**config.mk**
```make
export PLATFORM = sky130hd
export DESIGN_NAME = tmr_irq_flag_reg
export DESIGN_NICKNAME = d
export VERILOG_FILES = /design/src/rtl/tifr_pkg.sv /design/src/rtl/tifr_chan.sv /design/src/rtl/tifr_regif.sv /design/src/rtl/tmr_irq_flag_reg.sv
export SDC_FILE = /design/constraint.sdc
export NUM_CORES = 1
export LEC_CHECK = 0
export ABC_AREA = 1
export BUFFER_PORTS_ARGS = -buffer_cell sky130_fd_sc_hd__buf_2
export CORE_MARGIN = 2
export CORE_UTILIZATION = 39
export CTS_BUF_LIST = sky130_fd_sc_hd__clkbuf_16
export DETAILED_ROUTE_END_ITERATION = 10
export GPL_ROUTABILITY_DRIVEN = 0
export PLACE_DENSITY = 0.77
export SLEW_MARGIN = 30
export SYNTH_ARGS = -nofsm -noshare
export SYNTH_HDL_FRONTEND = slang
export SYNTH_SLANG_ARGS = --single-unit
```
**constraint.sdc**
```tcl
create_clock -name clk_i -period 0.95 [get_ports clk_i]
set_input_delay 0.095 -clock clk_i [delete_from_list [all_inputs] [get_ports clk_i]]
set_output_delay 0.095 -clock clk_i [all_outputs]
set_load 0.1 [all_outputs]
```
**src/rtl/tifr_pkg.sv**
```systemverilog
package tifr_pkg;
  typedef struct packed {
    logic rd;
    logic wr;
  } bus_acc_t;

  localparam logic RSVD_VAL = 1'b1;
endpackage

```
**src/rtl/tifr_chan.sv**
```systemverilog
module tifr_chan (
  input  logic clk_i,
  input  logic rst_ni,
  input  logic mode_cap_i,
  input  logic match_i,
  input  logic capt_i,
  input  logic dma_ack_i,
  input  logic rd_acc_i,
  input  logic wr_acc_i,
  input  logic wbit_i,
  input  logic en_i,
  output logic flag_o,
  output logic arm_o,
  output logic irq_o
);
  logic flag_q, arm_q;
  logic set_evt, clr_sw, clr_any;

  assign set_evt = mode_cap_i ? capt_i : match_i;
  assign clr_sw  = wr_acc_i & arm_q & ~wbit_i;
  assign clr_any = clr_sw | dma_ack_i;

  always_ff @(posedge clk_i or negedge rst_ni) begin
    if (!rst_ni) begin
      flag_q <= 1'b0;
      arm_q  <= 1'b0;
    end else begin
      // set has priority so no event is lost
      flag_q <= set_evt | (flag_q & ~clr_any);
      if (wr_acc_i || (clr_any && !set_evt)) arm_q <= 1'b0;
      else if (rd_acc_i && flag_q)           arm_q <= 1'b1;
    end
  end

  assign flag_o = flag_q;
  assign arm_o  = arm_q;
  assign irq_o  = flag_q & en_i;
endmodule

```
**src/rtl/tifr_regif.sv**
```systemverilog
module tifr_regif
  import tifr_pkg::*;
#(
  parameter int unsigned N_CH = 3,
  localparam int unsigned DW = 2 * N_CH + 2
) (
  input  logic            clk_i,
  input  logic            rst_ni,
  input  logic            sel_i,
  input  logic            rd_i,
  input  logic            wr_i,
  input  logic [DW-1:0]   wdata_i,
  input  logic [N_CH-1:0] flag_i,
  output bus_acc_t        acc_o,
  output logic [N_CH-1:0] en_o,
  output logic [N_CH-1:0] wflag_o,
  output logic [DW-1:0]   rdata_o
);
  logic [N_CH-1:0] en_q;

  assign acc_o.rd = sel_i & rd_i;
  assign acc_o.wr = sel_i & wr_i;

  always_ff @(posedge clk_i or negedge rst_ni) begin
    if (!rst_ni)        en_q <= '0;
    else if (acc_o.wr)  en_q <= wdata_i[2*N_CH:N_CH+1];
  end

  assign wflag_o = wdata_i[N_CH-1:0];
  assign en_o    = en_q;
  assign rdata_o = acc_o.rd ? {RSVD_VAL, en_q, RSVD_VAL, flag_i} : '0;
endmodule

```
**src/rtl/tmr_irq_flag_reg.sv**
```systemverilog
module tmr_irq_flag_reg
  import tifr_pkg::*;
#(
  parameter int unsigned N_CH = 3,
  localparam int unsigned DW = 2 * N_CH + 2
) (
  input  logic            clk_i,
  input  logic            rst_ni,
  input  logic            sel_i,
  input  logic            rd_i,
  input  logic            wr_i,
  input  logic [DW-1:0]   wdata_i,
  output logic [DW-1:0]   rdata_o,
  input  logic [N_CH-1:0] mode_i,
  input  logic [N_CH-1:0] match_i,
  input  logic [N_CH-1:0] capt_i,
  input  logic [N_CH-1:0] dma_ack_i,
  output logic [N_CH-1:0] irq_o,
  output logic [N_CH-1:0] dma_req_o
);
  bus_acc_t        acc;
  logic [N_CH-1:0] en_q, flag_q, arm_q, wflag, irq_w;

  tifr_regif #(.N_CH(N_CH)) u_regif (
    .clk_i   (clk_i),
    .rst_ni  (rst_ni),
    .sel_i   (sel_i),
    .rd_i    (rd_i),
    .wr_i    (wr_i),
    .wdata_i (wdata_i),
    .flag_i  (flag_q),
    .acc_o   (acc),
    .en_o    (en_q),
    .wflag_o (wflag),
    .rdata_o (rdata_o)
  );

  for (genvar i = 0; i < N_CH; i++) begin : g_ch
    tifr_chan u_chan (
      .clk_i      (clk_i),
      .rst_ni     (rst_ni),
      .mode_cap_i (mode_i[i]),
      .match_i    (match_i[i]),
      .capt_i     (capt_i[i]),
      .dma_ack_i  (dma_ack_i[i]),
      .rd_acc_i   (acc.rd),
      .wr_acc_i   (acc.wr),
      .wbit_i     (wflag[i]),
      .en_i       (en_q[i]),
      .flag_o     (flag_q[i]),
      .arm_o      (arm_q[i]),
      .irq_o      (irq_w[i])
    );
  end

  assign irq_o     = irq_w;
  assign dma_req_o = irq_w;
endmodule

```
Word level (Yosys, flattened, before mapping)
Cells that the tools add are included.

Logic and storage cells: 58. Register bits after elaboration: 9. Output and inout port bits: 14. Input port bits: 25.

Bitwise logic cells: 26. Reductions and logical operators: 15. Multiplexer cells: 10.

Operators with widths (count): $and A1 B1 Y1 (14); $mux W1 (9); $mux W8 (1); $logic_and A1 B1 Y1 (6); $not A1 Y1 (6); $or A1 B1 Y1 (6); $reduce_bool A2 Y1 (3); $logic_not A1 Y1 (3); $logic_or A1 B1 Y1 (3).

Depth between registers and ports, before layout
Gate-level depths: netlist (run 1).

Depth in word-level cells: 7. Mapped depth: 5. Depth with buffers taken out: 5.

By module
From an unflattened synthesis (run 1), not the netlist that was laid out.

Cells, all modules: 102. Area total of the unflattened synthesis: 648.1 um^2.

By module, submodules not included: tifr_chan (seq. area each 50.0 um^2, area each 137.6 um^2, cells each 22, times used 3); tifr_regif (seq. area each 75.1 um^2, area each 212.7 um^2, cells each 33, times used 1); tmr_irq_flag_reg (seq. area each 0.0 um^2, area each 22.5 um^2, cells each 3, times used 1).

Least setup slack after synthesis (run 1)
Ideal clock, no wire load.

Path type: register to output. Start point: register u_regif.en_q[0], in the netlist u_regif.en_o[0]. End point: output rdata_o[4]. Buffers on the path: 0. Slack: -0.770 ns. Arrival time: 1.625 ns. Stages on the path, launching flop included: 3. Data required time: 0.855 ns. Path through: dfrtp_1 -> inv_1 -> nor2_1.

Word-level cells in the longest chain between the ends: 1.

Ends and longest elaborated chain: start: declaration (line tifr_regif.sv:19) `logic [N_CH-1:0] en_q;`; start signal: assignment (line tifr_regif.sv:26) `else if (acc_o.wr) en_q <= wdata_i[2*N_CH:N_CH+1];`; $mux W8 (line tifr_regif.sv:31) `assign rdata_o = acc_o.rd ? {RSVD_VAL, en_q, RSVD_VAL, flag_i} : '0;`; end: declaration (line tmr_irq_flag_reg.sv:13) `output logic [DW-1:0] rdata_o,`.

Every way passes these cells.

Final worst setup path (run 1)
Start point: register g_ch[2].u_chan.flag_q. End point: output rdata_o[2].

Word-level cells in the longest chain between the ends: 1.

Ends and longest elaborated chain: start: declaration (line tifr_chan.sv:16) `logic flag_q, arm_q;`; start signal: assignment (line tifr_chan.sv:29) `flag_q <= set_evt | (flag_q & ~clr_any);`; $mux W8 (line tifr_regif.sv:31).

Every way passes these cells.

==> results of run 1 <==
## registers in the layout, summed over array words and instances, names as in the netlist
register / cells
g_ch.u_chan.arm_o: 3
g_ch.u_chan.flag_o: 3
u_regif.en_o: 3
## cell usage after synthesis
cell type / instances
inv_4: 1
nor2_1: 6
nand2_2: 4
inv_1: 19
o21ai_0: 6
a21oi_1: 3
dfrtp_1: 9
nand2_1: 22
buf_4: 8
nand3_1: 6
## logic make-up (layout without fill, tap and decap cells)
| group | count (synthesis) | in the layout |
|---|---|---|
| DFF | 9 | 9 |
| AOI/OAI and AO/OA | 9 | 9 |
| buffers and inverters | 28 | 66 |
| and+or+nand+nor | 38 | 38 |
## cell type report
type                       count  area, µm²
clock inverter                 1       3.75
clock buffer                   3       75.1
fill                          78        225
multi-input combinational     47        255
timing repair buffer          42        442
inverter                      20       88.8
tap                           15       18.8
sequential                     9        225
## through the flow
stage,cell area [µm²],setup TNS (ns)
2_1_floorplan,617,-0.0552
3_3_place_gp,966,-0.0284
3_5_place_dp,966,-0.0694
4_1_cts,1090,-1.38
5_1_grt,1110,-1.88
6_report,1110,-1.41
## repair_timing
item                                    CTS  global route
endpoints found under the setup margin   14            16
hold buffers                              1             0
hold endpoints to repair                  9             0
pin swaps                                 2             1
resized for setup                         5             5
buffers inserted                          5             1
## placed cells by master (no fill, tap or decap)
| master | count |
|---|---|
| buf_12 | 14 |
| nand3_1 | 3 |
| inv_1 | 10 |
| clkbuf_16 | 3 |
| inv_4 | 1 |
| nor2_1 | 3 |
| nor2_4 | 3 |
| a21oi_1 | 1 |
| inv_2 | 7 |
| nand2_1 | 20 |
| buf_4 | 4 |
| buf_2 | 22 |
| buf_6 | 1 |
| clkinvlp_4 | 3 |
| nand3_2 | 3 |
| a21oi_2 | 2 |
| dfrtp_1 | 9 |
| nand2_2 | 6 |
| dlygate4sd3_1 | 1 |
| o21ai_0 | 6 |
## power breakdown
part / internal, mW / switching (mW) / leakage, nW
Clock: 0.549 / 0.175 / 0.0423
Sequential: 0.427 / 0.0269 / 0.108
Combinational: 0.310 / 0.582 / 0.425
Total: 1.29 / 0.783 / 0.575
## worst paths after layout
path | from | to | slack (ns) | cells past startpoint
setup reg to reg | g_ch[2].u_chan.flag_o | g_ch[2].u_chan.arm_o | 0.03 | 5
max in group asynchronous | rst_ni | u_regif.en_o[1] | 0.54 | 2
hold / removal | wdata_i[4] | u_regif.en_o[0] | 0.09 | 3
setup / recovery | g_ch[2].u_chan.flag_o | rdata_o[2] | -0.19 | 3
hold reg to reg | g_ch[1].u_chan.arm_o | g_ch[1].u_chan.arm_o | 0.60 | 4
min in group asynchronous | rst_ni | g_ch[2].u_chan.arm_o | 0.24 | 2
## layer usage
metal  vias up  GRT usage [%]
li1        318              -
met1       286           22.7
met2        29           34.5
met3         6           2.59
met4         0           10.0
met5         -              0
## worst max-delay path, cell delays in order (launching register included)
cell and delay (ns):
dfrtp_1 0.40, nand3_2 0.12, clkinvlp_4 0.11, buf_12 0.17
==> results.ini, run 1 <==
[run_status]
outcome=finished, violations left
violations=setup timing

[synthesis]
synthMuxAreaShare_pct=0
synth_top_family_by_area=simple AND/OR/NAND/NOR gates
synth_area_leaders=dfrtp_1, nand2_1, inv_1, buf_4, nand3_1
yosysTopAreaCellShare_pct=39.6
synthXorXnorAreaFrac_pct=0
netlist_area_um2=568
yosysSeqAreaShare_pct=39.6
syn_avg_cell_area_um2=6.76
netlist_instances=84
netlist-cell-type-count=10
synth_area_leader_cell=dfrtp_1
syn-num-nets=109
synthSimpleGateAreaFrac_pct=28.2
yosysWarnings=0
ys_ff_latch=9
yosys.area_share.adder_pct=0
synth_compound_area_share_pct=7.93

[power]
cellPowerDensity_nw_per_um2=1870
totalPowerFinal_mw=2.07
vdd_ir_drop_max_uv=2160
p_leak_nw=0.575

[placed_design]
dp.cells=127
post-place-ws_ns=-0.0348
dp_hpwl_um=1200
port_buffers=36

[floorplan]
ioPinCount=39
dieArea_um2=1780
row_count=13
initial_core_util_pct=42.6
die_w_um=42.2
core_area_um2=1330
die_h_um=42.2

[cts]
numCtsBuffers=3
tritoncts=built
cts-root-buf=clkbuf_16
clock_path_buffers=2
clkTransAtPathRegs_ns=0.04
clk_latency_ns=0.23
cts-htree-levels=1
cts.sinks=9

[critical_path]
worst_setup_path_start_kind=flip-flop
crit_path_end_kind=output port
required_ns=0.85
path_max_fanout=3
path_class=flip-flop to output port
arrival_ns=1.04

[detailed_routing]
ant_nets=0
drcViolationCount=0
wl_um=1530
topRoutingLayerUsed=met4
vias=639
met2_length_um=813
wl_per_cell_um=11.2
dr.pass1.iters=4
m1WireLength_um=603
vias_per_cell=4.66
wl_met3_um=72
drt_iter0_drc=5

[timing]
min_period_ns=1.14
max_freq_mhz=880
rsz0062_at_grt=true
timing.final.hold_violations=0
setup_viol=12
fin_ws_ns=-0.187
period_share_pct=120
max_slew_margin_pct=77.7
worst_slew_pin_slew_ns=0.331
skew_ns=0.00136
final_max_slew_viol_count=0
whs_ns=0.0889

[grt]
antenna_found_initial=0
grt_usage_pct=19.5
grt-ovfl-total=0
grt_pass1_wl_um=2730
grt_start_max_net_pins=10
grt_pass1_vias=672

[final_layout]
drive_gt1_share_pct=56.6
syn_to_final_growth_pct=95.2
fin_nets=148
n_antenna_cell=0
final_util_pct=83.1
final_cells=137

[min_path]
hp-class=input pin to flip-flop

[flow_run]
drv_cap=0

Note: power is estimated with default switching activity, not from simulation.
==> run 2: changes to the inputs <==
--- a/config.mk
+++ b/config.mk
@@ -8,11 +8,11 @@
 export ABC_AREA = 1
 export BUFFER_PORTS_ARGS = -buffer_cell sky130_fd_sc_hd__buf_2
 export CORE_MARGIN = 2
-export CORE_UTILIZATION = 39
+export CORE_UTILIZATION = 35
 export CTS_BUF_LIST = sky130_fd_sc_hd__clkbuf_16
 export DETAILED_ROUTE_END_ITERATION = 10
 export GPL_ROUTABILITY_DRIVEN = 0
-export PLACE_DENSITY = 0.77
+export PLACE_DENSITY = 0.73
 export SLEW_MARGIN = 30
 export SYNTH_ARGS = -nofsm -noshare
 export SYNTH_HDL_FRONTEND = slang
==> constraint.sdc (replaced) <==
create_clock -name clk_i -period 1 [get_ports clk_i]
set_input_delay 0.1 -clock clk_i [delete_from_list [all_inputs] [get_ports clk_i]]
set_output_delay 0.1 -clock clk_i [all_outputs]
set_load 0.1 [all_outputs]
==> run 2 against run 1 <==
  * The run still ends with setup timing left
  * Clock skew is 0.0012 ns lower
  * Combinational power decreased by 6.4%
  * Worst hold slack better by 0.0065 ns
  * Core utilization shrank 10 points
  * Worst setup slack improved by 0.048 ns
  * Critical endpoint is now rdata_o[1]
  * Highest routed layer unchanged
==> results.ini, run 2 (synthesis results as in run 1) <==
[run_status]
outcome=finished, violations left
violations=setup timing

[critical_path]
slowest_delay_ns=0.41
critPathBufInv=2
required_ns=0.90
path_class=flip-flop to output port
path_cells=nand3_2, clkinvlp_4, buf_12
critPathTopFamily=flip-flops
crit_path_end_kind=output port
arrival_ns=1.04
critPathSlowestCell=dfrtp_1
worst_setup_path_start_kind=flip-flop
path_max_fanout=3

[final_layout]
fin_area_um2=1100
drive_gt1_share_pct=52.8
n_antenna_cell=0
fin_nets=149
syn_to_final_growth_pct=93.8
final_util_pct=73.1
final_cell_mix=nand2_1, buf_2, buf_12, inv_1, dfrtp_1
final_cells=139

[placed_design]
dp_hpwl_um=1180
port_buffers=36
place_area_um2=990
dp.cells=131

[timing]
tns_ns=-0.871
max_slew_margin_pct=85.0
worst_slew_pin_slew_ns=0.223
period_share_pct=114
final_max_slew_viol_count=0
skew_ns=0.000167
max_freq_mhz=878
whs_ns=0.0954
min_period_ns=1.14
setup_viol=12
fin_ws_ns=-0.139
timing.final.hold_violations=0
rsz0062_at_grt=true

[min_path]
hp-class=input pin to flip-flop

[flow_run]
drv_cap=0

[grt]
grt_usage_pct=16.5
grt-ovfl-total=0
grt_pass1_vias=588
antenna_found_initial=0
grt_pass1_wl_um=2330
grt_start_max_net_pins=10

[cts]
numCtsBuffers=3
clock_path_buffers=2
cts-root-buf=clkbuf_16
tritoncts=built
cts.sinks=9
clk_latency_ns=0.23
cts-htree-levels=1
clkTransAtPathRegs_ns=0.04

[floorplan]
dieArea_um2=1960
row_count=14
initial_core_util_pct=37.7
die_w_um=44.3
ioPinCount=39
die_h_um=44.3
core_area_um2=1510

[detailed_routing]
ant_nets=0
drcViolationCount=0
vias=646
vias_per_cell=4.65
dr.pass1.iters=4
wl_um=1540
drt_iter0_drc=5
wl_per_cell_um=11.1

[power]
vdd_ir_drop_max_uv=1030
cellPowerDensity_nw_per_um2=1770
p_leak_nw=0.580

run 2: cell count changes in the layout (fill, tap and decap cells not counted), sizes merged:
cell  delta
buf      +1
run 2: path summary, 6_finish.rpt:
| check | endpoint | startpoint | depth (start not counted) | slack (ns) |
|---|---|---|---|---|
| max | rdata_o[1] | g_ch[1].u_chan.flag_o | 3 | -0.14 |
| min | u_regif.en_o[1] | wdata_i[5] | 3 | 0.1 |
| max reg2reg | g_ch[2].u_chan.flag_o | g_ch[2].u_chan.flag_o | 4 | 0.09 |
| min reg2reg | g_ch[0].u_chan.flag_o | g_ch[0].u_chan.flag_o | 2 | 0.59 |
| max in group asynchronous | u_regif.en_o[2] | rst_ni | 2 | 0.55 |
| min in group asynchronous | u_regif.en_o[0] | rst_ni | 2 | 0.27 |
run 2: final cells by class:
type | instances | area, µm²
repair buffers | 43 | 445
fillers | 110 | 405
multi-input cells | 47 | 243
flip-flops and latches | 9 | 225
inverters | 20 | 88.8
clock buffers | 3 | 75.1
well taps | 16 | 20.0
clock inverters | 1 | 3.75
run 2: routing by layer:
metal  global-route usage, %  routed length, µm  share of wire (%)
met1                    18.3                567                 37
met2                    30.6                829                 54
met3                    2.86                124                8.0
met4                    7.27                 21                1.4
met5                       0                  0                  0
run 2: what timing repair did:
item	in CTS	in global routing
gates resized for setup	6	0
pin swaps	8	4
setup endpoints to repair	12	12
setup buffers	2	1
hold buffers	1	0
endpoints found under the hold margin	9	0
run 2: metrics by stage:
| stage | power [mW] | setup WS (ns) |
|---|---|---|
| 2_1_floorplan | 0.975 | 0.0143 |
| 6_report | 1.95 | -0.139 |
| 4_1_cts | 1.95 | -0.122 |
| 3_5_place_dp | 1.24 | 0.0950 |
| 5_1_grt | 2.02 | -0.164 |
| 3_3_place_gp | 1.23 | 0.119 |
run 2: power by group:
part	leakage (nW)	switching (mW)	total [mW]	internal, mW
clock	0.0423	0.158	0.679	0.521
combinational	0.430	0.543	0.834	0.291
sequential	0.108	0.0272	0.434	0.406
total	0.580	0.728	1.95	1.22
run 2: tightest hold or removal path: stages:
cell and delay [ns]:
buf_2 0.07, nand2_1 0.04, o21ai_0 0.07
==> run 3: changes to the inputs <==
--- a/config.mk
+++ b/config.mk
@@ -7,7 +7,6 @@
 export LEC_CHECK = 0
 export ABC_AREA = 1
 export BUFFER_PORTS_ARGS = -buffer_cell sky130_fd_sc_hd__buf_2
-export CORE_MARGIN = 2
 export CORE_UTILIZATION = 35
 export CTS_BUF_LIST = sky130_fd_sc_hd__clkbuf_16
 export DETAILED_ROUTE_END_ITERATION = 10
==> constraint.sdc (replaced) <==
create_clock -name clk_i -period 1 [get_ports clk_i]
set_input_delay 0.1 -clock clk_i [delete_from_list [all_inputs] [get_ports clk_i]]
set_output_delay 0.1 -clock clk_i [all_outputs]
set_load 0.005 [all_outputs]
==> run 3 against run 2 <==
  * The flow now finishes without violations
  * Sequential share of layout area grew 6.5 points
  * Total power shrank 29%
  * Non-clock buffer count decreased by 3
  * Sequential power decreased by 1%
  * Worst hold slack worse by 0.015 ns
  * Final cell count down 2.2%
  * Final area decreased by 24%
  * Via count fell by 8.2%
  * Global-route usage down 0.56 points
  * Critical endpoint is now rdata_o[6]
  * Largest power group is now clock
==> results.ini, run 3 (synthesis results as in run 1) <==
[detailed_routing]
dr.pass1.iters=4
drt_iter0_drc=3
vias=593
wl_per_cell_um=9.76
vias_per_cell=4.36
wl_um=1330
drcViolationCount=0
ant_nets=0

[run_status]
outcome=finished clean

[power]
cellPowerDensity_nw_per_um2=1650
p_switching_uw=323
vdd_ir_drop_max_uv=788
switching_share_pct=23.5
p_clk_share_pct=50.2
p_int_mw=1.05
combPwrFrac_pct=18.5
p_leak_nw=0.546
totalPowerFinal_mw=1.37
pwr-share-seq_pct=31.2

[critical_path]
arrival_ns=0.87
required_ns=0.90
path_max_fanout=2
path_class=flip-flop to output port
crit_path_end_kind=output port
worst_setup_path_start_kind=flip-flop
r2r_cells=5

[grt]
grt-ovfl-total=0
grt_usage_pct=16.0
grt_pass1_wl_um=2130
grt_start_max_net_pins=10
grt_pass1_vias=519
antenna_found_initial=0

[cts]
numCtsBuffers=3
clock_path_buffers=2
clk_latency_ns=0.23
tritoncts=built
clkTransAtPathRegs_ns=0.04
cts.sinks=9
cts-htree-levels=1
cts-root-buf=clkbuf_16

[timing]
tns_ns=0
period_share_pct=96.7
min_period_ns=0.967
max_freq_mhz=1030
max_slew_margin_pct=83.4
setup_viol=0
worst_slew_pin_slew_ns=0.246
skew_ns=0.000891
whs_ns=0.0800
timing.final.hold_violations=0
final_max_slew_viol_count=0

[final_layout]
final_util_pct=55.4
n_antenna_cell=0
final_cell_mix=buf_2, nand2_1, inv_1, dfrtp_1
drive_gt1_share_pct=41.7
syn_to_final_growth_pct=46.9
fin_nets=146
layout_commonest_cell=buf_2
fill_cells=157

[floorplan]
ioPinCount=39
die_w_um=42.3
die_h_um=42.3
core_area_um2=1510
initial_core_util_pct=37.7
row_count=14
dieArea_um2=1790

[min_path]
worst_hold_path.num_cells=3
hp-class=input pin to flip-flop

[placed_design]
port_buffers=36
dp_hpwl_um=993

[flow_run]
drv_cap=0

## run 3: cell types whose count changed in the layout (fill, tap and decap cells not counted)
cell        change
inv_2           -6
inv_1           +9
nor2_1          +3
buf_4           -3
clkinvlp_4      -3
buf_2          +14
buf_12         -14
nor2_4          -3
## run 3: metal layers
metal	vias up	share of wire (%)	GRT usage [%]
met4	0	1.9	9.38
met2	26	50	24.6
met5	-	0	0
li1	313	-	-
met1	250	43	20.2
met3	4	5.9	3.88
## run 3: cell type report
type,instances,area (µm²),area share [%]
Clock buffer,3,75.1,9.00
Clock inverter,1,3.75,0.450
Inverter,20,77.6,9.30
Multi-Input combinational cell,47,220,26.4
Sequential cell,9,225,27.0
Tap cell,16,20.0,2.40
Timing Repair Buffer,40,213,25.5
## run 3: worst paths after layout
check	from	to	slack [ns]
worst max-delay path	u_regif.en_o[2]	rdata_o[6]	0.03
worst min-delay path	wdata_i[6]	u_regif.en_o[2]	0.08
worst max register to register	g_ch[0].u_chan.arm_o	g_ch[0].u_chan.arm_o	0.20
worst min register to register	u_regif.en_o[0]	u_regif.en_o[0]	0.57
max in group asynchronous	rst_ni	g_ch[2].u_chan.arm_o	0.56
min in group asynchronous	rst_ni	g_ch[0].u_chan.arm_o	0.25
## run 3: power by group through the flow
stage	sequential [mW]	clock (mW)	combinational, mW
after floorplan	0.425	0	0.164
final	0.429	0.690	0.255
after global routing	0.433	0.732	0.292
after CTS	0.426	0.699	0.243
after global placement	0.430	0	0.224
after detailed placement	0.431	0	0.233
## run 3: per-stage QoR
stage | area (µm²) | setup slack [ns] | cells
5_1_grt | 835 | -0.00937 | 136
3_5_place_dp | 708 | 0.190 | 128
4_1_cts | 805 | 0.000665 | 134
6_report | 835 | 0.0331 | 136
2_1_floorplan | 568 | 0.285 | 84
3_3_place_gp | 708 | 0.217 | 128
## run 3: what timing repair did
item,in CTS,in global routing
gates resized for setup,0,3
hold endpoints to repair,9,0
hold buffers,1,0
setup buffers,1,2
setup endpoints to repair,1,3
pin swaps,0,2
## run 3: critical path, cell delays in order, from the launching register on
cell and delay, ns:
dfrtp_1 0.38, inv_1 0.09, nor2_1 0.05, buf_2 0.12
